`src/rtl/fifo_irq_pkg.sv`:
```
package fifo_irq_pkg;
  localparam int unsigned STS_W  = 7;
  localparam int unsigned LVL_FW = 7;

  localparam int unsigned BIT_TX_AE  = 0;
  localparam int unsigned BIT_RX_AF  = 1;
  localparam int unsigned BIT_TX_UNR = 2;
  localparam int unsigned BIT_TX_OVR = 3;
  localparam int unsigned BIT_RX_UNR = 4;
  localparam int unsigned BIT_RX_OVR = 5;
  localparam int unsigned BIT_TRAIL  = 6;

  typedef struct packed {
    logic              rx_en;
    logic              tx_en;
    logic [LVL_FW-1:0] rx_trig;
    logic [LVL_FW-1:0] tx_trig;
  } fifo_ctl_t;

  function automatic fifo_ctl_t decode_ctl(input logic [31:0] w);
    fifo_ctl_t c;
    c.rx_en   = w[0];
    c.tx_en   = w[1];
    c.rx_trig = w[10:4];
    c.tx_trig = w[22:16];
    return c;
  endfunction
endpackage

```
`src/rtl/byte_fifo.sv`:
```
module byte_fifo #(
  parameter int unsigned DEPTH = 16,
  parameter int unsigned DW    = 8
) (
  input  logic                       clk_i,
  input  logic                       rst_ni,
  input  logic                       en_i,
  input  logic                       push_i,
  input  logic [DW-1:0]              data_i,
  input  logic                       pop_i,
  output logic [DW-1:0]              data_o,
  output logic [$clog2(DEPTH):0]     level_o,
  output logic                       full_o,
  output logic                       empty_o,
  output logic                       ovr_o,
  output logic                       unr_o
);
  localparam int unsigned AW = $clog2(DEPTH);
  localparam int unsigned LW = AW + 1;

  logic [DW-1:0] mem_q [DEPTH];
  logic [AW-1:0] wr_q, rd_q;
  logic [LW-1:0] cnt_q;
  logic          do_push, do_pop;

  assign full_o  = (cnt_q == LW'(DEPTH));
  assign empty_o = (cnt_q == '0);
  assign do_push = en_i & push_i & ~full_o;
  assign do_pop  = en_i & pop_i & ~empty_o;
  assign ovr_o   = en_i & push_i & full_o;
  assign unr_o   = en_i & pop_i & empty_o;
  assign level_o = cnt_q;
  assign data_o  = mem_q[rd_q];

  always_ff @(posedge clk_i or negedge rst_ni) begin
    if (!rst_ni) begin
      wr_q  <= '0;
      rd_q  <= '0;
      cnt_q <= '0;
    end else if (!en_i) begin
      wr_q  <= '0;
      rd_q  <= '0;
      cnt_q <= '0;
    end else begin
      if (do_push) wr_q <= wr_q + 1'b1;
      if (do_pop)  rd_q <= rd_q + 1'b1;
      if (do_push && !do_pop)      cnt_q <= cnt_q + 1'b1;
      else if (!do_push && do_pop) cnt_q <= cnt_q - 1'b1;
    end
  end

  always_ff @(posedge clk_i) begin
    if (do_push) mem_q[wr_q] <= data_i;
  end
endmodule

```
`src/rtl/trail_timer.sv`:
```
module trail_timer #(
  parameter int unsigned LW  = 5,
  parameter int unsigned TW  = 7,
  parameter int unsigned CW  = 4
) (
  input  logic          clk_i,
  input  logic          rst_ni,
  input  logic [LW-1:0] level_i,
  input  logic [TW-1:0] trig_i,
  input  logic          act_i,
  input  logic [CW-1:0] lim_i,
  output logic          fire_o
);
  logic [TW-1:0] lvl;
  logic [CW:0]   cnt_q;
  logic          arm;

  assign lvl    = TW'(level_i);
  assign arm    = (lvl != '0) && (lvl < trig_i);
  assign fire_o = arm && !act_i && (cnt_q == {1'b0, lim_i});

  // saturates one past the limit so the event fires once per idle stretch
  always_ff @(posedge clk_i or negedge rst_ni) begin
    if (!rst_ni)                     cnt_q <= '0;
    else if (act_i || !arm)          cnt_q <= '0;
    else if (cnt_q <= {1'b0, lim_i}) cnt_q <= cnt_q + 1'b1;
  end
endmodule

```
`src/rtl/irq_status.sv`:
```
module irq_status #(
  parameter int unsigned N = 7
) (
  input  logic         clk_i,
  input  logic         rst_ni,
  input  logic [N-1:0] set_i,
  input  logic         clr_wr_i,
  input  logic [N-1:0] clr_i,
  input  logic [N-1:0] en_i,
  output logic [N-1:0] sts_o,
  output logic         irq_o
);
  logic [N-1:0] sts_q, clr;

  assign clr = clr_wr_i ? clr_i : '0;

  always_ff @(posedge clk_i or negedge rst_ni) begin
    if (!rst_ni) sts_q <= '0;
    else         sts_q <= (sts_q & ~clr) | set_i;
  end

  assign sts_o = sts_q;
  assign irq_o = |(sts_q & en_i);
endmodule

```
`src/rtl/fifo_irq_unit.sv`:
```
module fifo_irq_unit
  import fifo_irq_pkg::*;
#(
  parameter int unsigned DEPTH = 16
) (
  input  logic        clk_i,
  input  logic        rst_ni,
  input  logic [31:0] ctrl_i,
  input  logic [3:0]  trail_lim_i,
  input  logic [6:0]  irq_en_i,
  input  logic        sts_wr_i,
  input  logic [6:0]  sts_wdata_i,
  input  logic        tx_push_i,
  input  logic [7:0]  tx_data_i,
  input  logic        rx_pop_i,
  output logic [7:0]  rx_data_o,
  input  logic        bus_tx_pop_i,
  output logic [7:0]  bus_tx_data_o,
  input  logic        bus_rx_push_i,
  input  logic [7:0]  bus_rx_data_i,
  output logic [31:0] fifo_sts_o,
  output logic [6:0]  irq_sts_o,
  output logic        irq_o
);
  localparam int unsigned LW = $clog2(DEPTH) + 1;

  fifo_ctl_t         ctl;
  logic [LW-1:0]     tx_lvl, rx_lvl;
  logic [LVL_FW-1:0] tx_lvl7, rx_lvl7;
  logic              tx_full, tx_empty, rx_full, rx_empty;
  logic              tx_ovr, tx_unr, rx_ovr, rx_unr, trail_fire;
  logic [STS_W-1:0]  set_vec;

  assign ctl = decode_ctl(ctrl_i);

  byte_fifo #(.DEPTH(DEPTH), .DW(8)) i_tx_fifo (
    .clk_i, .rst_ni,
    .en_i   (ctl.tx_en),
    .push_i (tx_push_i),
    .data_i (tx_data_i),
    .pop_i  (bus_tx_pop_i),
    .data_o (bus_tx_data_o),
    .level_o(tx_lvl),
    .full_o (tx_full),
    .empty_o(tx_empty),
    .ovr_o  (tx_ovr),
    .unr_o  (tx_unr)
  );

  byte_fifo #(.DEPTH(DEPTH), .DW(8)) i_rx_fifo (
    .clk_i, .rst_ni,
    .en_i   (ctl.rx_en),
    .push_i (bus_rx_push_i),
    .data_i (bus_rx_data_i),
    .pop_i  (rx_pop_i),
    .data_o (rx_data_o),
    .level_o(rx_lvl),
    .full_o (rx_full),
    .empty_o(rx_empty),
    .ovr_o  (rx_ovr),
    .unr_o  (rx_unr)
  );

  trail_timer #(.LW(LW), .TW(LVL_FW), .CW(4)) i_trail (
    .clk_i, .rst_ni,
    .level_i(rx_lvl),
    .trig_i (ctl.rx_trig),
    .act_i  (ctl.rx_en & (bus_rx_push_i | rx_pop_i)),
    .lim_i  (trail_lim_i),
    .fire_o (trail_fire)
  );

  assign tx_lvl7 = LVL_FW'(tx_lvl);
  assign rx_lvl7 = LVL_FW'(rx_lvl);

  always_comb begin
    set_vec             = '0;
    set_vec[BIT_TX_AE]  = ctl.tx_en && (tx_lvl7 <= ctl.tx_trig);
    set_vec[BIT_RX_AF]  = ctl.rx_en && (rx_lvl7 >= ctl.rx_trig);
    set_vec[BIT_TX_UNR] = tx_unr;
    set_vec[BIT_TX_OVR] = tx_ovr;
    set_vec[BIT_RX_UNR] = rx_unr;
    set_vec[BIT_RX_OVR] = rx_ovr;
    set_vec[BIT_TRAIL]  = trail_fire;
  end

  irq_status #(.N(STS_W)) i_sts (
    .clk_i, .rst_ni,
    .set_i   (set_vec),
    .clr_wr_i(sts_wr_i),
    .clr_i   (sts_wdata_i),
    .en_i    (irq_en_i),
    .sts_o   (irq_sts_o),
    .irq_o   (irq_o)
  );

  assign fifo_sts_o = {7'b0, rx_empty, rx_full, rx_lvl7,
                       7'b0, tx_empty, tx_full, tx_lvl7};
endmodule

```
`config.mk`:
```
export PLATFORM = sky130hd
export DESIGN_NAME = fifo_irq_unit
export DESIGN_NICKNAME = d
export VERILOG_FILES = /design/src/rtl/fifo_irq_pkg.sv /design/src/rtl/byte_fifo.sv /design/src/rtl/trail_timer.sv /design/src/rtl/irq_status.sv /design/src/rtl/fifo_irq_unit.sv
export SDC_FILE = /design/constraint.sdc
export NUM_CORES = 1
export LEC_CHECK = 0
export ABC_AREA = 1
export CORE_ASPECT_RATIO = 0.7
export CORE_MARGIN = 2
export CORE_UTILIZATION = 62
export CTS_CLUSTER_SIZE = 24
export DETAILED_ROUTE_END_ITERATION = 16
export PLACE_DENSITY_LB_ADDON = 0.12
export SLEW_MARGIN = 15
export SYNTH_ARGS = -nofsm -noshare
export SYNTH_HDL_FRONTEND = slang
export SYNTH_SLANG_ARGS = --single-unit
```
`constraint.sdc`:
```
create_clock -name clk_i -period 5.7 [get_ports clk_i]
set_input_delay 1.14 -clock clk_i [delete_from_list [all_inputs] [get_ports clk_i]]
set_output_delay 1.14 -clock clk_i [all_outputs]
set_load 0.05 [all_outputs]
```
==> key figures <==
STA
  • Max Clock Freq: between 0.2 and 0.25 GHz
  • Final worst path period share: 0.818
  • TNS Setup: 0 ns
  • Rel. slew slack: 0.285
  • RSZ-0062 raised after global routing: false
  • Slew of the pin with the lowest slew margin: around 1.1 ns
  • Setup violators final: 0
  • Clock skew: 0.00999 ns
  • Fin. max-slew vios: 0
  • Final Hold Vio Count: 0
  • Setup ws final: 1.04 ns
  • Minimum period implied by the final worst setup slack: ~4.7 ns

Pwr
  • Leak Pwr: 5.57 nW
  • Power Density: approximately 450 nW/um2
  • Internal power: slightly above 4 mW
  • Max VDD drop: approximately 440 uV
  • Logic pwr share: 0.352
  • Final Total Pwr: about 6.6 mW
  • Clock power frac: 0.247
  • NetSw: 2.55 mW
  • Switching Fraction: 0.386
  • Sequential fraction of design power: 0.400

Detailed routing
  • Drt initial violations: 857
  • Routed len/inst: between 15 and 20 um
  • DRC Markers: 0
  • Wirelength, routed: ~28000 um
  • Remaining antenna violation count: 0
  • Vias per cell: 5.72
  • Via count: 8787
  • Detailed Routing Iterations Pass 1: 5

CTS
  • TritonCTS clock tree: done
  • CTS Root Cell: clkbuf_16
  • CTS Buffer Depth: 3
  • Clk slew on worst S/H paths: roughly 0.06 ns
  • CTS Buf Count: 27
  • H-tree level count: 1
  • CTS hold repair buffers: 0
  • TritonCTS Sinks: a little under 300
  • Post-CTS Setup Bufs: 0
  • Post_cts resized: 0
  • Worst skew pair latency: roughly 0.55 ns

Yosys
  • Post-Syn Instances: 1166
  • Netlist Area Pre-Place: approximately 13000 um2
  • Avg Cell Area, Syn: 11.2 um2
  • Leading area contributor after synthesis: edfxtp_1
  • Synth top area share: 0.588
  • Synth async-reset ratio: 0.129
  • Post-synth EDFFs: about 260
  • Top post-synthesis cells by area: edfxtp_1, nand2_1, dfrtp_1
  • Synth cell types: just over 40
  • Synthesis Warnings: 0
  • Leading register cell type out of synthesis: edfxtp_1
  • Yosys reg bits: approximately 300
  • Register area share after synthesis: 0.661

Critical path
  • Critical-path top delay cell: clkdlybuf4s50_1
  • CP cell instances: inv_2 -> nor2_1 -> o211ai_1 -> nand4_1 -> nand2_1 -> clkdlybuf4s50_1
  • CP bufs+invs: 2
  • RR Endpoint: i_rx_fifo.mem_q[3][6]
  • Critical Path RT: between 4 and 5 ns
  • Max stage delay on crit path: 0.82 ns
  • CP Capture Type: primary output
  • Worst Path Max Fanout: just under 50
  • Crit start category: register
  • R2r setup slk: around 3.5 ns
  • Critical Setup Path Class: register to primary output
  • R2R depth: 6
  • Crit-path leading delay family: buffers and inverters
  • Worst r2r src: i_rx_fifo.level_o[1]
  • Crit path arrival time: 3.52 ns

Run
  • Max cap viols: 0

Cells and area
  • Syn-to-layout area delta: 13.2%
  • Fin nets: between 1000 and 1500
  • ANT cells: 0
  • Commonest non-fill, non-tap cell in the layout: nand2_1
  • Fraction of layout cells with a size suffix above 1: 0.0627
  • Most frequent cells in the layout: nand2_1, edfxtp_1, nand3_1, clkdlybuf4s50_1, nor2_1

Global route
  • Largest net degree at the start of global routing: 82
  • Remaining global-route overflow: 0
  • Initial antenna violation count: 0
  • Overall Global Routing Usage: 0.254
  • Vias in the first global route: around 8400
  • Wire length of the first global-routing pass: 43800 um

Die
  • # rows: 44
  • Io pins: 129
  • Die Wd: 178 um
  • Area of the die: around 22000 um2
  • Core area: between 20000 and 25000 um2
  • Initial core utilization: 0.632
  • Die H: ~130 um

Hold path
  • Worst hold start: i_sts.sts_o[4]
  • WHS Endpoint: i_sts.sts_o[4]
  • WHS Path Cells: 2
  • Hold Path Class: register to register

Run status
  • Status: finished, final reports clean

Placement
  • DP Worst Slack: ~1.6 ns
  • Placer congestion estimate: ~0.83
  • Hpwl dp: around 18000 um
  • Number of buffers added on ports: 94
==> tightest hold or removal path, cell delays in order, from the launching register on <==
cell and delay (ns):
dfrtp_1 0.37, nand2_1 0.06, o21ai_0 0.06
==> per-layer routing <==
layer | GRT usage | share of wire | vias to the layer above | routed length (um)
met5 | 0 | 0 | - | 0
met4 | 0.0535 | 0.016 | 0 | 427
met1 | 0.398 | 0.45 | 4169 | 12400
met2 | 0.376 | 0.44 | 404 | 12100
li1 | - | - | 4175 | -
met3 | 0.0474 | 0.096 | 39 | 2630
==> per-stage QoR <==
stage | cell area, um2 | hold WS (ns) | cells | utilization
final | 14800 | 0.518 | 1536 | 0.715
after detailed placement | 14000 | 0.500 | 1486 | 0.677
after global routing | 14800 | 0.560 | 1536 | 0.715
after floorplan | 13100 | 0.519 | 1183 | -
after global placement | 14000 | 0.504 | 1486 | 0.677
after CTS | 14800 | 0.516 | 1536 | 0.715
==> registers in the layout, indices dropped and copies added (netlist names) <==
register,count
i_sts.sts_o,7
i_tx_fifo.rd_q,4
i_tx_fifo.wr_q,4
i_tx_fifo.mem_q,128
i_rx_fifo.rd_q,4
i_rx_fifo.level_o,5
i_trail.cnt_q,5
i_rx_fifo.wr_q,4
i_rx_fifo.mem_q,128
i_tx_fifo.level_o,5
==> kinds of logic (layout without fill, tap and decap cells) <==
kind of cell	count (synthesis)	in the layout	share of synthesized area
AO/OA/AOI/OAI	165	165	0.0714
XOR/XNOR	9	9	0.00603
adder cells (fa/ha/maj)	35	35	0.0346
buffers and inverters	163	240	0.0596
flip-flops	294	294	0.661
other	1	18	0.000287
AND/OR/NAND/NOR	499	499	0.167
==> how the worst max path moves through the flow <==
stage                            end               from  slack [ns]  cells past startpoint
floorplan                      irq_o        irq_en_i[3]        2.62                      4
CTS                 bus_tx_data_o[5]  i_tx_fifo.rd_q[0]        1.01                      6
finish              bus_tx_data_o[5]  i_tx_fifo.rd_q[0]        1.04                      6
global placement    bus_tx_data_o[5]  i_tx_fifo.rd_q[0]        1.60                      6
detailed placement  bus_tx_data_o[5]  i_tx_fifo.rd_q[0]        1.60                      6
global route        bus_tx_data_o[5]  i_tx_fifo.rd_q[1]        0.84                      6
==> cell usage after synthesis, drive strengths merged (2+ instances only) <==
master and n:
edfxtp 256, o22ai 2, buf 60, fa 2
inv 90, nand2 276, ha 33, o211ai 32
nor3 3, xnor2 3, nor2 82, dfrtp 38
clkinv 3, xor2 6, o21ai 84, nand3 98
or2 2, nand4 36, clkbuf 10, a21oi 43
==> area by class of cell <==
class,instances,area [um2]
multi-input combinational,726,3720
clock buffer,35,706
fill,1468,5890
inverter,93,354
tap,276,345
timing repair buffer,97,958
clock inverter,15,81.3
sequential,294,8640
==> power groups by stage <==
stage          Sequential, mW  Combinational (mW)  Clock, mW
5_1_grt                  2.66                2.55       1.74
2_1_floorplan            2.74                1.60          0
6_report                 2.64                2.33       1.63
3_5_place_dp             2.68                2.32          0
4_1_cts                  2.64                2.33       1.65
3_3_place_gp             2.68                2.27          0
Power figures use the tool's default switching activity.
